$ cat src/rtl/fcs_pkg.sv
`timescale 1ns/1ps
package fcs_pkg;
   localparam int WORD_W = 16;
   localparam int IDX_W  = 4;
   localparam int ARG_W  = 8;
   localparam int SEL_N  = 1 << IDX_W;

   typedef enum logic [2:0] {
      OP_SET    = 3'd0,
      OP_CLR    = 3'd1,
      OP_JMP_T  = 3'd2,
      OP_JMP_F  = 3'd3,
      OP_WAIT_T = 3'd4,
      OP_WAIT_F = 3'd5,
      OP_DELAY  = 3'd6,
      OP_HALT   = 3'd7
   } fcs_op_e;

   typedef struct packed {
      fcs_op_e          op;
      logic             bank;
      logic [IDX_W-1:0] idx;
      logic [ARG_W-1:0] arg;
   } fcs_word_t;
endpackage

$ cat src/rtl/fcs_prog_mem.sv
`timescale 1ns/1ps
module fcs_prog_mem #(
   parameter int AW = 8,
   parameter int W  = 16
) (
   input  logic          clk,
   input  logic          wr_en,
   input  logic          lock,
   input  logic [AW-1:0] wr_addr,
   input  logic [W-1:0]  wr_data,
   input  logic [AW-1:0] rd_addr,
   output logic [W-1:0]  rd_data
);
   localparam int DEPTH = 1 << AW;

   logic [W-1:0] cells [DEPTH];

   always_ff @(posedge clk) begin
      if (wr_en && !lock) cells[wr_addr] <= wr_data;
   end

   assign rd_data = cells[rd_addr];
endmodule

$ cat src/rtl/fcs_flag_bank.sv
`timescale 1ns/1ps
module fcs_flag_bank #(
   parameter int N = 8
) (
   input  logic         clk,
   input  logic         rst,
   input  logic         tick,
   input  logic [N-1:0] set_v,
   input  logic [N-1:0] clr_v,
   output logic [N-1:0] q
);
   for (genvar b = 0; b < N; b++) begin : g_bit
      logic r;
      always_ff @(posedge clk) begin
         if (rst) r <= 1'b0;
         else if (tick) begin
            case ({set_v[b], clr_v[b]})
               2'b10:   r <= 1'b1;
               2'b01:   r <= 1'b0;
               2'b11:   r <= ~r;
               default: r <= r;
            endcase
         end
      end
      assign q[b] = r;
   end

   // a step never sets and clears the same flag
   a_r4_no_set_clr_clash: assert property (@(posedge clk) disable iff (rst)
      tick |-> ((set_v & clr_v) == '0));

   // strobes from the decoder arrive only in an execute cycle
   a_r4_strobes_in_execute: assert property (@(posedge clk) disable iff (rst)
      (|(set_v | clr_v)) |-> tick);

   // flags move only at the execute edge
   a_r3_flags_only_on_execute: assert property (@(posedge clk) disable iff (rst)
      (!rst && !tick) |=> $stable(q));
endmodule

$ cat src/rtl/fcs_phase_ctrl.sv
`timescale 1ns/1ps
module fcs_phase_ctrl
   import fcs_pkg::*;
#(
   parameter int AW = 8
) (
   input  logic             clk,
   input  logic             rst,
   input  logic             start,
   input  fcs_op_e          op,
   input  logic [ARG_W-1:0] arg,
   input  logic             cond,
   output logic             busy,
   output logic             sample,
   output logic             execute,
   output logic [AW-1:0]    pc
);
   logic             ph;
   logic             dly_on;
   logic [ARG_W-1:0] dly_left;
   logic             go;
   logic [AW-1:0]    pc_inc;
   logic [AW-1:0]    pc_tgt;
   logic [AW-1:0]    jmp_addr;

   assign sample   = busy & ~ph;
   assign execute  = busy & ph;
   assign pc_inc   = pc + AW'(1);
   assign jmp_addr = arg[AW-1:0];

   // transition enable: OR over the exits of the current phase
   always_comb begin
      go     = 1'b0;
      pc_tgt = pc_inc;
      case (op)
         OP_SET, OP_CLR: go = 1'b1;
         OP_JMP_T: begin
            go = 1'b1;
            if (cond) pc_tgt = jmp_addr;
         end
         OP_JMP_F: begin
            go = 1'b1;
            if (!cond) pc_tgt = jmp_addr;
         end
         OP_WAIT_T: go = cond;
         OP_WAIT_F: go = ~cond;
         OP_DELAY:  go = dly_on ? (dly_left == ARG_W'(1)) : (arg <= ARG_W'(1));
         default:   go = 1'b0;
      endcase
   end

   always_ff @(posedge clk) begin
      if (rst) begin
         busy     <= 1'b0;
         ph       <= 1'b0;
         pc       <= '0;
         dly_on   <= 1'b0;
         dly_left <= '0;
      end else if (!busy) begin
         if (start) begin
            busy   <= 1'b1;
            ph     <= 1'b0;
            pc     <= '0;
            dly_on <= 1'b0;
         end
      end else begin
         ph <= ~ph;
         if (ph) begin
            if (go) pc <= pc_tgt;
            if (op == OP_HALT) busy <= 1'b0;
            if (op == OP_DELAY) begin
               if (dly_on) begin
                  if (dly_left == ARG_W'(1)) dly_on <= 1'b0;
                  else dly_left <= dly_left - ARG_W'(1);
               end else if (arg > ARG_W'(1)) begin
                  dly_on   <= 1'b1;
                  dly_left <= arg - ARG_W'(1);
               end
            end
         end
      end
   end

   // start from idle enters the initial phase in the sample cycle
   a_r2_start_at_origin: assert property (@(posedge clk) disable iff (rst)
      (!busy && start) |=> (busy && pc == '0 && !ph));

   // the phase address holds through every sample cycle
   a_r3_phase_only_on_execute: assert property (@(posedge clk) disable iff (rst)
      (busy && !ph) |=> $stable(pc));

   // an unmet wait keeps the phase and the run
   a_r6_wait_holds: assert property (@(posedge clk) disable iff (rst)
      (execute && ((op == OP_WAIT_T && !cond) || (op == OP_WAIT_F && cond)))
      |=> ($stable(pc) && busy));

   // an active delay always has steps left
   a_r7_delay_left_nonzero: assert property (@(posedge clk) disable iff (rst)
      dly_on |-> (dly_left != '0));

   // halt ends the run
   a_r8_halt_drops_busy: assert property (@(posedge clk) disable iff (rst)
      (execute && op == OP_HALT) |=> !busy);
endmodule

$ cat src/rtl/flowchart_sequencer.sv
`timescale 1ns/1ps
module flowchart_sequencer
   import fcs_pkg::*;
#(
   parameter int NIN  = 8,
   parameter int NOUT = 8,
   parameter int NINT = 4,
   parameter int AW   = 8
) (
   input  logic              clk,
   input  logic              rst,
   input  logic              start,
   input  logic [NIN-1:0]    in_vec,
   output logic [NOUT-1:0]   out_flags,
   output logic              busy,
   input  logic              wr_en,
   input  logic [AW-1:0]     wr_addr,
   input  logic [WORD_W-1:0] wr_data
);
   if (NIN < 1 || NIN > SEL_N) begin : g_bad_nin
      $error("NIN must lie in 1..16");
   end
   if (NOUT < 1 || NOUT > SEL_N) begin : g_bad_nout
      $error("NOUT must lie in 1..16");
   end
   if (NINT < 1 || NINT > SEL_N) begin : g_bad_nint
      $error("NINT must lie in 1..16");
   end
   if (AW < 1 || AW > ARG_W) begin : g_bad_aw
      $error("AW must lie in 1..8");
   end

   logic [WORD_W-1:0] rd_data;
   fcs_word_t         w;
   logic [AW-1:0]     pc;
   logic              sample;
   logic              execute;
   logic              cond;
   logic [NIN-1:0]    in_q;
   logic [NINT-1:0]   int_q;
   logic [SEL_N-1:0]  in_ext;
   logic [SEL_N-1:0]  int_ext;
   logic [NOUT-1:0]   out_set, out_clr;
   logic [NINT-1:0]   int_set, int_clr;
   logic              is_jump;

   fcs_prog_mem #(.AW(AW), .W(WORD_W)) i_mem (
      .clk     (clk),
      .wr_en   (wr_en),
      .lock    (busy),
      .wr_addr (wr_addr),
      .wr_data (wr_data),
      .rd_addr (pc),
      .rd_data (rd_data)
   );

   assign w = fcs_word_t'(rd_data);

   always_ff @(posedge clk) begin
      if (rst) in_q <= '0;
      else if (sample) in_q <= in_vec;
   end

   assign in_ext  = SEL_N'(in_q);
   assign int_ext = SEL_N'(int_q);
   assign is_jump = (w.op == OP_JMP_T) || (w.op == OP_JMP_F);
   assign cond    = (is_jump && w.bank) ? int_ext[w.idx] : in_ext[w.idx];

   always_comb begin
      for (int i = 0; i < NOUT; i++) begin
         out_set[i] = execute && w.op == OP_SET && !w.bank && w.idx == IDX_W'(i);
         out_clr[i] = execute && w.op == OP_CLR && !w.bank && w.idx == IDX_W'(i);
      end
      for (int i = 0; i < NINT; i++) begin
         int_set[i] = execute && w.op == OP_SET && w.bank && w.idx == IDX_W'(i);
         int_clr[i] = execute && w.op == OP_CLR && w.bank && w.idx == IDX_W'(i);
      end
   end

   fcs_flag_bank #(.N(NOUT)) i_out_bank (
      .clk   (clk),
      .rst   (rst),
      .tick  (execute),
      .set_v (out_set),
      .clr_v (out_clr),
      .q     (out_flags)
   );

   fcs_flag_bank #(.N(NINT)) i_int_bank (
      .clk   (clk),
      .rst   (rst),
      .tick  (execute),
      .set_v (int_set),
      .clr_v (int_clr),
      .q     (int_q)
   );

   fcs_phase_ctrl #(.AW(AW)) i_ctrl (
      .clk     (clk),
      .rst     (rst),
      .start   (start),
      .op      (w.op),
      .arg     (w.arg),
      .cond    (cond),
      .busy    (busy),
      .sample  (sample),
      .execute (execute),
      .pc      (pc)
   );

   // the input register holds outside the sample cycle
   a_r3_inputs_only_in_sample: assert property (@(posedge clk) disable iff (rst)
      (!rst && !sample) |=> $stable(in_q));
endmodule

$ cat config.mk
export PLATFORM = sky130hd
export DESIGN_NAME = flowchart_sequencer
export DESIGN_NICKNAME = d
export VERILOG_FILES = /design/src/rtl/fcs_pkg.sv /design/src/rtl/fcs_prog_mem.sv /design/src/rtl/fcs_flag_bank.sv /design/src/rtl/fcs_phase_ctrl.sv /design/src/rtl/flowchart_sequencer.sv
export SDC_FILE = /design/constraint.sdc
export NUM_CORES = 2
export LEC_CHECK = 0
export BUFFER_PORTS_ARGS = -buffer_cell sky130_fd_sc_hd__buf_2
export CAP_MARGIN = 15
export CORE_MARGIN = 3
export CORE_UTILIZATION = 31
export DETAILED_ROUTE_END_ITERATION = 10
export GPL_TIMING_DRIVEN = 1
export PLACE_DENSITY_LB_ADDON = 0.3
export SETUP_SLACK_MARGIN = 0.5
export SKIP_CTS_REPAIR_TIMING = 1
export SYNTH_ARGS = -nofsm -noshare
export SYNTH_HDL_FRONTEND = slang
export SYNTH_SLANG_ARGS = --single-unit
$ cat constraint.sdc
create_clock -name clk -period 9.7 [get_ports clk]
set_input_delay 0 -clock clk [delete_from_list [all_inputs] [get_ports clk]]
set_output_delay 0 -clock clk [all_outputs]
set_load 0.02 [all_outputs]
==> metrics.txt <==
Avg Inst Size Synth 22.6 um^2; drt initial violations 11.6k; CTS buffer count 425; most frequent cell after synthesis edfxtp_1; Crit path depth 13; starting density of the core 0.312; Final Critical Period 7.21 ns; WP data required 10.54 ns; Post-synth EDFFs 4096; VDD IR-drop max 0.000179 V; vias in the first global route 78.7k; DP Area 170000 um^2; Critical Path Sink Type register; Worst-Skew Late Latency 0.99 ns; gpl congestion 0.875; Via density 5.42; DR pass1 iterations 6; Final Core Density 0.360; Post-synth top cells edfxtp_1 (4096), mux4_2 (1075), nor2_1 (314); Leak 54.4 nW; Power per Cell Area 199 nW/um^2; Synth top area share 0.772; worst hold path class in -> reg; Yosys top cell by area edfxtp_1; ys flop type edfxtp_1; GRT overflow 0; Root Driver clkbuf_16; Layout area overhead 15.4%; largest net degree at the start of global routing 161; H-tree levels 5; area of the core 511000 um^2; sequential share of the synthesized area 0.778; FFs w/ async S/R, synth 0; TritonCTS clock tree yes; Synth Net Count 7085; CTS Buffer Depth 4; layout cells sized above 1 0.289; die footprint 523000 um^2; Detail Route Antenna Nets 0; violated checks max-slew violations; critical-path maximum fanout 57; worst r2r path cells 13; Slew Limit Fails 66; post-synthesis cell area 159000 um^2; hpwl dp 282000 um; CP Cell Sequence buf_4 > buf_4 > mux4_2 > o22ai_1 > o41ai_1 > nand4_1 > or4_1 > and2_1 > o2111ai_1 > a31oi_1 > nor4b_4 > mux2i_1 > a221o_1; fillcell total 46.4k; port bufs 44; yosys warns 0; Net count, final 7558; Setup CP Type reg -> reg; status complete, but fails checks; DR DRC count 0; Yosys cell types 77; RSZ-0062 raised after global routing false; Yosys reg bits 4143; Slew HR -0.0588; cell count after synthesis 7044; final setup fails 0; setup TNS 0 ns; wirelength, routed 477000 um; first-pass GRT wire length 658000 um; crit-path max cell delay 0.91 ns; final hold viol count 0; Crit-path slowest cell nor4b_4; Placement Rows 262; Crit path top cell by count buf_4; top post-synthesis cells by area edfxtp_1 (77%), mux4_2 (15%), a22oi_1 (1.2%); drt wl/cell 32.7 um; fin area 184000 um^2; initial antenna violation count 41; GRT Overall Usage 0.179; CP Launch Type register; worst path bufs/invs 2; Slew @ Worst Pin 1.59 ns; Die Y 723 um; hold_ws 0.0565 ns; cell family with most CP delay simple AND/OR/NAND/NOR gates; Max Cap Violations 0; CP arrival 8.05 ns; Hold Crit Depth 3; clk sinks 4143; width of the chip 723 um; clock skew 0.0421 ns; Vias 79.2k; clock slew at reported path FFs 0.06 ns; Final Cycle Share 0.743; f_max 0.139 GHz; IO Count 45
==> stage by stage <==
step	setup WS (ns)	instances	total power [mW]
after floorplan	4.73	7044	20.4
after global placement	2.57	13764	20.8
after detailed placement	2.65	13772	20.9
after CTS	2.58	14546	36.9
after global routing	2.42	14604	37.7
final	2.49	14614	36.6
==> sequential cells by signal, summed over array words and instances, names as in the netlist, named ones only <==
name and flops:
in_q 8, i_mem.cells 4096, i_ctrl.pc 8, i_ctrl.busy 1
i_ctrl.ph 1, i_int_bank.g_bit.r 4, i_ctrl.dly_left 8, i_out_bank.g_bit.r 8
i_ctrl.dly_on 1
==> worst paths after layout <==
kind | startpoint | endpoint | slack [ns]
setup / recovery | register | register | 2.49
hold / removal | wr_addr[0] | i_mem.cells[167][9] | 0.06
setup reg to reg | register | register | 2.49
hold reg to reg | i_int_bank.g_bit[2].r | i_int_bank.g_bit[2].r | 0.47
==> cells in the final DEF, fill, tap and decap left out, types with 14 or more instances in the layout <==
master | netlist | final
edfxtp_1 | 4096 | 4096
mux4_2 | 1075 | 1075
clkbuf_16 | 0 | 428
buf_4 | 42 | 331
a22oi_1 | 250 | 250
mux2i_1 | 156 | 156
nor2_1 | 314 | 155
a21oi_1 | 149 | 149
nor2_2 | 1 | 107
clkinv_1 | 1 | 104
clkbuf_1 | 154 | 99
nand2_1 | 94 | 93
clkinv_2 | 0 | 67
o22ai_1 | 54 | 54
nor2_4 | 0 | 53
dlygate4sd3_1 | 0 | 49
nand3_1 | 49 | 45
bufinv_16 | 0 | 42
dfxtp_1 | 47 | 41
o21ai_0 | 31 | 31
buf_2 | 117 | 28
nor4_1 | 30 | 23
buf_12 | 0 | 22
a211oi_1 | 21 | 21
nor2b_1 | 29 | 20
diode_2 | 0 | 18
nand2b_1 | 17 | 17
buf_8 | 6 | 16
nand4_1 | 14 | 14
==> logic make-up (layout without fill, tap and decap cells) <==
kind of cell	after synthesis	count (layout)	synth area share
simple gates	616	616	0.0181
other cells	0	18	0
fa+ha+maj	5	5	0.000392
mux	1239	1239	0.162
compound gates	609	609	0.0264
buf+inv	426	1246	0.0150
xor+xnor	6	6	0.000330
flops	4143	4143	0.778
==> report_power, final <==
group	total, mW	switching (mW)	internal, mW
clock	16.1	6.91	9.23
combinational	0.801	0.578	0.223
sequential	19.7	0.0108	19.7
==> metal layers <==
metal  track usage  share of wire
met2         0.286           0.47
met1         0.249           0.40
met4        0.0613          0.037
met3        0.0304          0.085
met5             0              0
==> layout make-up <==
type                       instances  area (um^2)  area share
sequential                      4143       124000       0.674
multi-input combinational       2475        33900       0.184
clock buffer                     527        11100      0.0603
tap                             6732         8420      0.0458
timing repair buffer             454         3910      0.0212
clock inverter                   247         2560      0.0139
inverter                          18         75.1    0.000408
antenna                           18         45.0    0.000245
==> worst min-delay path, cell delays in order <==
cell     delay [ns]
buf_2          0.19
nand3_1        0.37
nor2_1         0.25
(Power assumes the default switching activity.)
